`src/rtl/wide_store_seq.sv`:
```
module wide_store_seq #(
  parameter int DW   = 64,
  parameter int NREG = 8,
  parameter int RW   = 5,
  parameter int SPA  = 4
) (
  input  logic                 clk,
  input  logic                 rst_n,
  input  logic                 feat_en,
  input  logic                 big_endian,
  input  logic                 instr_valid,
  input  logic [31:0]          instr,
  output logic                 instr_ready,
  output logic                 busy,
  input  logic [DW-1:0]        sp,
  output logic [RW-1:0]        rf_raddr,
  input  logic [DW-1:0]        rf_rdata,
  output logic                 st_valid,
  input  logic                 st_ready,
  output logic [DW-1:0]        st_addr,
  output logic [DW*NREG-1:0]   st_data,
  output logic                 st_tagchk,
  output logic                 fault_valid,
  output logic [1:0]           fault_cause
);
  localparam int BEAT = DW * NREG;
  localparam int CW   = $clog2(NREG);
  localparam int NB   = DW / 8;
  localparam int ALN  = $clog2(BEAT / 8);
  localparam int OPW  = 32 - 2 * RW;
  localparam logic [OPW-1:0] OPC   = OPW'(22'b1111100000111111100100);
  localparam logic [RW-1:0]  SPNUM = '1;

  typedef enum logic [2:0] {S_IDLE, S_DEC, S_READ, S_CHK, S_ISS} state_t;

  state_t          state;
  logic [31:0]     insn_q;
  logic            fe_q, be_q;
  logic [CW-1:0]   cnt;
  logic [DW-1:0]   base_q;
  logic [BEAT-1:0] beat_q;
  logic            rd_act;

  wire [RW-1:0] rn = insn_q[2*RW-1:RW];
  wire [RW-1:0] rt = insn_q[RW-1:0];
  wire use_sp = (rn == SPNUM);
  wire undef  = (insn_q[31:2*RW] != OPC) || !fe_q ||
                (rt[RW-1:RW-2] == 2'b11) || rt[0];

  function automatic logic [DW-1:0] bswap(input logic [DW-1:0] v);
    logic [DW-1:0] r;
    for (int b = 0; b < NB; b++) r[8*b +: 8] = v[DW-8-8*b +: 8];
    return r;
  endfunction

  assign instr_ready = (state == S_IDLE);
  assign busy        = (state != S_IDLE);
  assign rd_act      = (state == S_READ);
  assign rf_raddr    = rd_act ? rt + RW'(cnt) : rn;
  assign st_addr     = base_q;
  assign st_data     = beat_q;

  always_ff @(posedge clk) begin
    if (!rst_n) begin
      state       <= S_IDLE;
      insn_q      <= '0;
      fe_q        <= 1'b0;
      be_q        <= 1'b0;
      cnt         <= '0;
      base_q      <= '0;
      beat_q      <= '0;
      st_valid    <= 1'b0;
      st_tagchk   <= 1'b0;
      fault_valid <= 1'b0;
      fault_cause <= 2'd0;
    end else begin
      fault_valid <= 1'b0;
      case (state)
        S_IDLE: if (instr_valid) begin
          insn_q <= instr;
          fe_q   <= feat_en;
          be_q   <= big_endian;
          state  <= S_DEC;
        end
        S_DEC: if (undef) begin
          fault_valid <= 1'b1;
          fault_cause <= 2'd0;
          state       <= S_IDLE;
        end else begin
          base_q <= use_sp ? sp : rf_rdata;
          cnt    <= '0;
          state  <= S_READ;
        end
        S_READ: begin
          beat_q[cnt*DW +: DW] <= be_q ? bswap(rf_rdata) : rf_rdata;
          cnt <= cnt + 1'b1;
          if (cnt == CW'(NREG - 1)) state <= S_CHK;
        end
        S_CHK: if (use_sp && base_q[SPA-1:0] != '0) begin
          fault_valid <= 1'b1;
          fault_cause <= 2'd1;
          state       <= S_IDLE;
        end else if (base_q[ALN-1:0] != '0) begin
          fault_valid <= 1'b1;
          fault_cause <= 2'd2;
          state       <= S_IDLE;
        end else begin
          st_valid  <= 1'b1;
          st_tagchk <= !use_sp;
          state     <= S_ISS;
        end
        S_ISS: if (st_ready) begin
          st_valid <= 1'b0;
          state    <= S_IDLE;
        end
        default: state <= S_IDLE;
      endcase
    end
  end
endmodule

```
`config.mk`:
```
export PLATFORM = sky130hd
export DESIGN_NAME = wide_store_seq
export DESIGN_NICKNAME = d
export VERILOG_FILES = /design/src/rtl/wide_store_seq.sv
export SDC_FILE = /design/constraint.sdc
export NUM_CORES = 1
export LEC_CHECK = 0
export BUFFER_PORTS_ARGS = -buffer_cell sky130_fd_sc_hd__buf_2
export CAP_MARGIN = 20
export CORE_MARGIN = 5
export CORE_UTILIZATION = 33
export DETAILED_ROUTE_END_ITERATION = 10
export GPL_TIMING_DRIVEN = 0
export SLEW_MARGIN = 20
export SYNTH_ARGS = -nofsm -noshare
export SYNTH_HDL_FRONTEND = slang
export SYNTH_SLANG_ARGS = --single-unit
```
`constraint.sdc`:
```
create_clock -name clk -period 3.7 [get_ports clk]
set_input_delay 0.37 -clock clk [delete_from_list [all_inputs] [get_ports clk]]
set_output_delay 0.37 -clock clk [all_outputs]
set_load 0.02 [all_outputs]
```
==> results of run 1 <==
-- per-stage QoR --
stage	hold slack, ns	power [W]	utilization	setup TNS [ns]	setup WS (ns)
global route	0.0112	0.0153	0.433	0	0.00998
floorplan	0.438	0.00720	-	0	1.08
CTS	0.000523	0.0150	0.432	0	0.0431
finish	0.0292	0.0149	0.433	0	0.0796
detailed placement	0.440	0.00773	0.400	0	0.0287
global placement	0.437	0.00768	0.396	-0.537	-0.0309
-- critical path: stages (launching register included) --
cell,delay (ns)
dfxtp_1,0.60
inv_1,0.22
ha_1,0.25
ha_1,0.42
o31a_1,0.17
clkbuf_1,0.28
nand3_1,0.78
clkbuf_1,0.53
nand2_1,0.16
a21boi_0,0.09
-- cell families (layout without fill, tap and decap cells) --
| group | after synthesis | after routing | share of synthesized area |
|---|---|---|---|
| buffers and inverters | 286 | 1196 | 0.0447 |
| flip-flops | 621 | 621 | 0.476 |
| AO/OA/AOI/OAI | 827 | 827 | 0.240 |
| AND/OR/NAND/NOR | 1322 | 1322 | 0.208 |
| XOR/XNOR | 3 | 3 | 0.00101 |
| adder cells (fa/ha/maj) | 11 | 11 | 0.00556 |
| multiplexers | 66 | 66 | 0.0253 |
| other | 0 | 17 | 0 |
-- cells in the mapped netlist, drive strengths merged (7+ instances only) --
cell      n
o211ai   68
inv       7
and3     67
or3      34
nor2    193
o21ai    71
buf      86
nand2   976
dfxtp   621
a21boi  582
mux2i    66
clkbuf  193
ha       10
o211a    94
-- path summary, 6_finish.rpt --
check,slack [ns],cells past startpoint,startpoint,endpoint
setup / recovery,0.08,9,cnt[0],st_data[197]
hold / removal,0.03,3,instr[9],insn_q[9]
setup reg to reg,0.08,9,cnt[0],st_data[197]
hold reg to reg,0.45,2,st_data[307],st_data[307]
-- layout by cell type, fill, tap and decap left out, drive strengths merged, types with 6 or more instances in the layout --
cell type      n
a21boi       582
buf          850
and3          67
clkinv        18
nand3          6
ha            10
nor2         193
o21ai         71
mux2i         66
inv           11
dlygate4sd3   15
o211ai        68
dfxtp        621
o211a         94
clkbuf       296
nor4b          6
diode         17
or3           34
nand2        976
-- metal layers --
metal	routed length, um	vias up	track usage
met4	5650	10	0.107
met5	65	-	0
met2	60800	1172	0.480
met3	12300	276	0.0814
li1	-	12278	-
met1	53500	12927	0.371
-- area by class of cell --
cell class | instances | area [sq um]
fillers | 8171 | 44600
repair buffers | 779 | 4080
plain buffers | 279 | 1150
clock inverters | 28 | 325
flip-flops and latches | 621 | 12400
inverters | 7 | 26.3
diodes | 17 | 42.5
clock buffers | 103 | 2080
multi-input cells | 2229 | 12700
well taps | 1050 | 1310
-- where the power goes --
| part | switching [W] | internal, W | total (W) |
|---|---|---|---|
| clock network | 0.00312 | 0.00418 | 0.00730 |
| logic | 0.000609 | 0.000273 | 0.000882 |
| registers | 0.0000162 | 0.00671 | 0.00672 |
| total | 0.00374 | 0.0112 | 0.0149 |
-- sequential cells by signal, indices dropped and copies added (netlist names) --
register,count
fault_valid,1
state,3
st_tagchk,1
st_addr,64
st_data,512
cnt,3
fe_q,1
fault_cause,2
insn_q,32
be_q,1
st_valid,1
-- what timing repair did --
| item | CTS | global route |
|---|---|---|
| hold buffers | 15 | 0 |
| setup endpoints to repair | 0 | 5 |
| resized for setup | 0 | 1 |
| endpoints found under the hold margin | 15 | 0 |
==> flow_metrics.tcl, run 1 <==
set metrics [dict create \
    outcome "complete, no violations" \
    p_per_area_mw_per_mm2 437 \
    worstSetupPathType "register to register" \
    ant_nets 0 \
    wl_per_cell_um 25.9 \
    leakagePower_nw 15.2 \
    worst_setup_path_end_kind "register" \
    netlist_area_sq_mm 0.0261 \
    syn_inst 3136 \
    cts_buffers 72 \
    vias_per_cell 5.21 \
    setup_viol_count_final 0 \
    clkLatencyLatePin_ns 0.63 \
    clock.fmax_mhz 276 \
    layout-drive-gt1-share 0.246 \
    start_util 0.332 \
    grt_use_total 0.293 \
    postPlaceCellArea_sq_mm 0.0315 \
    relSlewSlack 0.230 \
    critical_path_required_ns 4.20 \
    grt_pass1_vias 25062 \
    crit_path_max_fanout 12 \
    design_area_sq_mm 0.0341 \
    routed_wl_mm 132 \
    fin_nets 4166 \
    synth-async-reset-ratio 0 \
    grt-ovfl-total 0 \
    tritoncts "yes" \
    post-route-period-util 0.978 \
    cts_buffer_depth 3 \
    skew_ns 0.0366 \
    rows 103 \
    root_buffer "clkbuf_16" \
    gp_congestion 0.927 \
    die_w_um 291 \
    vias 26663 \
    hold_violations 0 \
    grt_max_degree 14 \
    rsz0062_at_grt "no" \
    ys_types 47 \
    syn2layout_area_growth_pct 30.7 \
    port_buffers 752 \
    post_cts_buffers 0 \
    drcViolationCount 0 \
    hpwlAfterDp_mm 102 \
    pin_count 754 \
    h-tree-depth 3 \
    dieArea_sq_mm 0.0848 \
    grt_pass1_wl_mm 183 \
    critPathLaunchType "register" \
    drtIter0Drc 2168 \
    first_pass_iters 5 \
    antenna_found_initial 27 \
    synth_seq_cells 621 \
    die_y_um 291 \
    critPathArrivalTime_ns 4.12 \
    ir_drop_mv 0.306 \
    dp_cells 4949 \
    hold_path.class "primary input to register" \
    yosysTopAreaCell "dfxtp_1" \
    yosysSeqAreaShare 0.476 \
    slew_violations 0 \
    clock_sinks 621 \
    fin_crit_ns 3.62 \
    core_sq_mm 0.0787 \
    ys.warnings.count 0 \
    synth_edf_count 0 \
    instances_no_fill 5113 \
    path_clk_slew_ns 0.07 \
    yosys_most_used_dff "dfxtp_1" \
    synthTopCellsByArea "dfxtp_1 48%, a21boi_0 15%, nand2_1 14%" \
    synth_fp_nets 3313 \
    maxCapViolations 0 \
    synth.top_cell.area_share 0.476 \
    syn_avg_cell_area_sq_um 8.33 \
    worst_pin_slew_ns 1.12 \
]
Note: power is estimated with default switching activity, not from simulation.
==> inputs of run 2 (changes only) <==
==> constraint.sdc (replaced) <==
create_clock -name clk -period 3.2 [get_ports clk]
set_input_delay 0.32 -clock clk [delete_from_list [all_inputs] [get_ports clk]]
set_output_delay 0.32 -clock clk [all_outputs]
set_load 0.02 [all_outputs]
==> run 2 against run 1 <==
Worst setup slack got worse by 0.031 ns. Combinational power rose by 18%. Critical path depth fell by 1. Die area did not move. Flip-flop and latch count did not move.
==> flow_metrics.tcl, run 2 (synthesis gave the netlist of run 1 again) <==
set metrics [dict create \
    dieArea_sq_mm 0.0848 \
    clock_sinks 621 \
    syn2layout_area_growth_pct 31.5 \
    worstHoldPathCells 3 \
    crit_path_max_fanout 10 \
    die_y_um 291 \
    postPlaceCellArea_sq_mm 0.0315 \
    post-route-period-util 0.985 \
    start_util 0.332 \
    final_cell_mix "976 x nand2_1, 823 x buf_2, 620 x dfxtp_1, 515 x a21boi_0" \
    fin_util 0.436 \
    rr_worst_depth 8 \
    maxCapViolations 0 \
    vias 26658 \
    hpwlAfterDp_mm 102 \
    path_clk_slew_ns 0.06 \
    drtIter0Drc 2177 \
    port_buffers 752 \
    slew_violations 0 \
    p_per_area_mw_per_mm2 503 \
    vias_per_cell 5.20 \
    routed_wl_mm 132 \
    grt_use_total 0.294 \
    hold_violations 0 \
    dr_wl_met3_mm 12.4 \
    hold_slack_ns 0.0306 \
    ir_drop_mv 0.359 \
    cts_buffers 72 \
    root_buffer "clkbuf_16" \
    antenna_found_initial 25 \
    wl_per_cell_um 25.8 \
    leakagePower_nw 15.4 \
    rows 103 \
    ant_nets 0 \
    wl_met2_mm 60.4 \
    worst_setup_path_end_kind "register" \
    final_common_cell "nand2_1" \
    rsz0062_at_grt "no" \
    fin_nets 4181 \
    outcome "complete, no violations" \
    die_w_um 291 \
    fin_crit_ns 3.15 \
    first_pass_iters 8 \
    layout-drive-gt1-share 0.249 \
    met1Wirelength_mm 53.4 \
    tritoncts "yes" \
    pin_count 754 \
    grt_pass1_wl_mm 184 \
    relSlewSlack 0.233 \
    worst_pin_slew_ns 1.15 \
    skew_ns 0.0388 \
    gp_congestion 0.927 \
    core_sq_mm 0.0787 \
    grt-ovfl-total 0 \
    hold_path.class "primary input to register" \
    design_area_sq_mm 0.0343 \
    clkLatencyLatePin_ns 0.63 \
    top_layer_used "met5" \
    setup_viol_count_final 0 \
    tns_ns 0 \
    critPathArrivalTime_ns 3.65 \
    h-tree-depth 3 \
    clock.fmax_mhz 317 \
    critical_path_required_ns 3.70 \
    grt_pass1_vias 25196 \
    critPathLaunchType "register" \
    worstSetupPathType "register to register" \
    cts_buffer_depth 3 \
    grt_max_degree 14 \
    largest_register_ff_count 512 \
    drcViolationCount 0 \
]
## run 2: cell count changes in the layout (fill, tap and decap cells not counted), moves of 2 or more
cell	before	now
buf_1	19	13
buf_2	819	823
buf_4	1	4
clkbuf_1	200	193
clkbuf_2	9	13
diode_2	17	19
dlygate4sd3_1	15	32
nand3_1	5	3
## run 2: worst max-delay path, cell delays in order (launching register included)
cell and delay [ns]:
dfxtp_1 0.55, inv_1 0.19, ha_1 0.22, ha_1 0.38, or4b_2 0.69, clkbuf_2 0.49, buf_2 0.37, nand2_1 0.09
a21boi_0 0.08
## run 2: final timing paths
check,startpoint,to,slack [ns]
setup / recovery,cnt[1],st_data[369],0.05
hold reg to reg,st_data[297],st_data[297],0.45
hold / removal,instr[1],insn_q[1],0.03
setup reg to reg,cnt[1],st_data[369],0.05
## run 2: through the flow
step           total power, W  instances  worst slack, ns
6_report               0.0173       5130           0.0485
5_1_grt                0.0177       5117           0.0224
4_1_cts                0.0173       5112          -0.0102
2_1_floorplan         0.00832       3136            0.583
3_5_place_dp          0.00894       4949           -0.471
3_3_place_gp          0.00888       4938           -0.531
## run 2: area by class of cell
type | count | area [sq um]
Fill cell | 8147 | 44400
Clock inverter | 28 | 325
Timing Repair Buffer | 797 | 4270
Sequential cell | 621 | 12400
Antenna cell | 19 | 47.5
Inverter | 7 | 26.3
Multi-Input combinational cell | 2229 | 12700
Clock buffer | 103 | 2080
Tap cell | 1050 | 1310
Buffer | 276 | 1150
## run 2: layer usage
metal	global-route usage	vias to the layer above
met3	0.0834	277
met1	0.371	12907
li1	-	12307
met2	0.480	1163
met4	0.109	4
met5	0	-
## run 2: power breakdown
| part | internal (W) | switching (W) |
|---|---|---|
| sequential | 0.00776 | 0.0000184 |
| combinational | 0.000330 | 0.000706 |
| clock | 0.00484 | 0.00361 |
## run 2: timing repair
action / in CTS / in global routing
setup endpoints to repair: 231 / 174
hold endpoints to repair: 32 / 0
pin swaps: 0 / 0
resized for setup: 15 / 3
hold buffers: 32 / 0
setup buffers: 1 / 1
==> inputs of run 3 (changes only) <==
--- a/config.mk
+++ b/config.mk
@@ -8,7 +8,7 @@
 export BUFFER_PORTS_ARGS = -buffer_cell sky130_fd_sc_hd__buf_2
 export CAP_MARGIN = 20
 export CORE_MARGIN = 5
-export CORE_UTILIZATION = 33
+export CORE_UTILIZATION = 26
 export DETAILED_ROUTE_END_ITERATION = 10
 export GPL_TIMING_DRIVEN = 0
 export SLEW_MARGIN = 20
==> constraint.sdc (replaced) <==
create_clock -name clk -period 3.2 [get_ports clk]
set_input_delay 0.64 -clock clk [delete_from_list [all_inputs] [get_ports clk]]
set_output_delay 0.64 -clock clk [all_outputs]
set_load 0.02 [all_outputs]
==> run 3 against run 2 <==
Worst hold slack gained 0.20 ns. Total power rose by 1.7%. Sequential power hardly changed. Non-clock buffer count fell by 33. Flip-flop and latch count is the same. Highest routed layer unchanged. Global-route usage fell by 4.4 points. Largest power group unchanged. Via count barely moved. Count of clock-buffer cells in the layout increased by 10. Critical path depth down 1. Utilization down 9.1 points.
==> flow_metrics.tcl, run 3 (synthesis gave the netlist of run 1 again) <==
set metrics [dict create \
    outcome "complete, no violations" \
    power_w 0.0176 \
    grt-ovfl-total 0 \
    crit_start "cnt[1]" \
    top_layer_used "met5" \
    design_area_sq_mm 0.0345 \
    port_buffers 752 \
    syn2layout_area_growth_pct 32.1 \
    rows 116 \
    worst_setup_path_end_kind "output port" \
    critPathLaunchType "register" \
    vias_per_cell 4.98 \
    drtIter0Drc 2058 \
    postPlaceCellArea_sq_mm 0.0319 \
    tritoncts "yes" \
    cts_buffers 76 \
    worstHoldStart "instr[8]" \
    worstSetupPathType "register to output port" \
    wl_met2_mm 64.5 \
    ant_nets 0 \
    timing.rr.end "st_data[135]" \
    crit_end "rf_raddr[4]" \
    path_clk_slew_ns 0.06 \
    relSlewSlack 0.180 \
    final_common_cell "nand2_1" \
    leakagePower_nw 15.3 \
    p_per_area_mw_per_mm2 509 \
    holdBufCountCts 0 \
    wl_per_cell_um 26.1 \
    maxCapViolations 0 \
    critical_path_required_ns 2.56 \
    r2r_slack_ns 0.16 \
    grt_max_degree 13 \
    dieArea_sq_mm 0.107 \
    worst_pin_slew_ns 1.20 \
    layout-drive-gt1-share 0.258 \
    antenna_found_initial 17 \
    final_cell_mix "976 x nand2_1, 814 x buf_2, 618 x dfxtp_1, 515 x a21boi_0, 193 x nor2_1" \
    grt_pass1_wl_mm 192 \
    hold_slack_ns 0.231 \
    slew_violations 0 \
    fin_nets 4152 \
    grt_use_total 0.250 \
    setup_viol_count_final 0 \
    vias 26640 \
    fin_util 0.345 \
    h-tree-depth 3 \
    clock.fmax_mhz 326 \
    die_w_um 327 \
    cts_buffer_depth 3 \
    met1Wirelength_mm 58.0 \
    clock_sinks 621 \
    core_sq_mm 0.0999 \
    gp_congestion 0.946 \
    die_y_um 327 \
    critPathArrivalTime_ns 2.43 \
    hold_violations 0 \
    first_pass_iters 6 \
    largest_register_ff_count 512 \
    start_util 0.261 \
    pin_count 754 \
    rr_worst_depth 8 \
    grt_pass1_vias 25409 \
    dr_wl_met3_mm 12.3 \
    ir_drop_mv 0.336 \
    reg2reg_from "cnt[1]" \
    hold_path.class "primary input to register" \
    post-route-period-util 0.960 \
    hpwlAfterDp_mm 111 \
    root_buffer "clkbuf_16" \
    crit_path_max_fanout 8 \
    clkLatencyLatePin_ns 0.65 \
    rsz0062_at_grt "yes" \
    fin_crit_ns 3.07 \
    drcViolationCount 0 \
    skew_ns 0.0268 \
    routed_wl_mm 140 \
]
==> run 3: cell type report <==
cell class | count | area (sq um)
buffer | 276 | 1160
inverter | 7 | 26.3
timing repair buffer | 764 | 3930
sequential | 621 | 12400
fill | 10647 | 65400
tap | 1298 | 1620
clock buffer | 113 | 2220
multi-input combinational | 2229 | 12800
antenna | 16 | 40.0
clock inverter | 27 | 283
==> run 3: repair_timing <==
item | 4_1_cts | 5_1_grt
setup buffers | 0 | 1
endpoints found under the setup margin | 373 | 162
gates resized for setup | 12 | 15
gates cloned | 0 | 0
==> run 3: worst max-delay path, stage by stage, from the launching register on <==
cell and delay (ns):
dfxtp_2 0.45, inv_1 0.17, fa_1 0.45, nor2b_1 0.12, o21ai_0 0.10, xor2_1 0.15, o21ai_0 0.16, buf_4 0.18
==> run 3: through the flow <==
| stage | TNS (ns) | cells | setup WS, ns |
|---|---|---|---|
| floorplan | 0 | 3136 | 0.583 |
| global placement | -153.77 | 5186 | -0.653 |
| detailed placement | -68.10 | 5197 | -0.510 |
| CTS | 0 | 5337 | 0.0534 |
| global route | -0.00416 | 5336 | -0.00416 |
| finish | 0 | 5351 | 0.129 |
==> run 3: worst min-delay path by stage <==
stage                   endpoint  slack [ns]  cells past startpoint
CTS                    insn_q[8]        0.18                      3
detailed placement  st_data[300]        0.44                      2
finish                 insn_q[8]        0.23                      3
global placement    st_data[269]        0.43                      2
floorplan             insn_q[30]        0.44                      2
global route          insn_q[10]        0.21                      3
==> run 3: per-layer routing <==
| metal | up-vias | track usage |
|---|---|---|
| li1 | 12269 | - |
| met1 | 12977 | 0.313 |
| met4 | 10 | 0.0896 |
| met5 | - | 0 |
| met3 | 243 | 0.0755 |
| met2 | 1141 | 0.408 |
==> run 3: where the power goes <==
part | switching [W] | total [W] | internal (W) | leakage, nW
registers | 0.0000199 | 0.00778 | 0.00776 | 5.01
clock network | 0.00370 | 0.00872 | 0.00503 | 1.23
logic | 0.000738 | 0.00105 | 0.000315 | 9.07
total | 0.00446 | 0.0176 | 0.0131 | 15.3
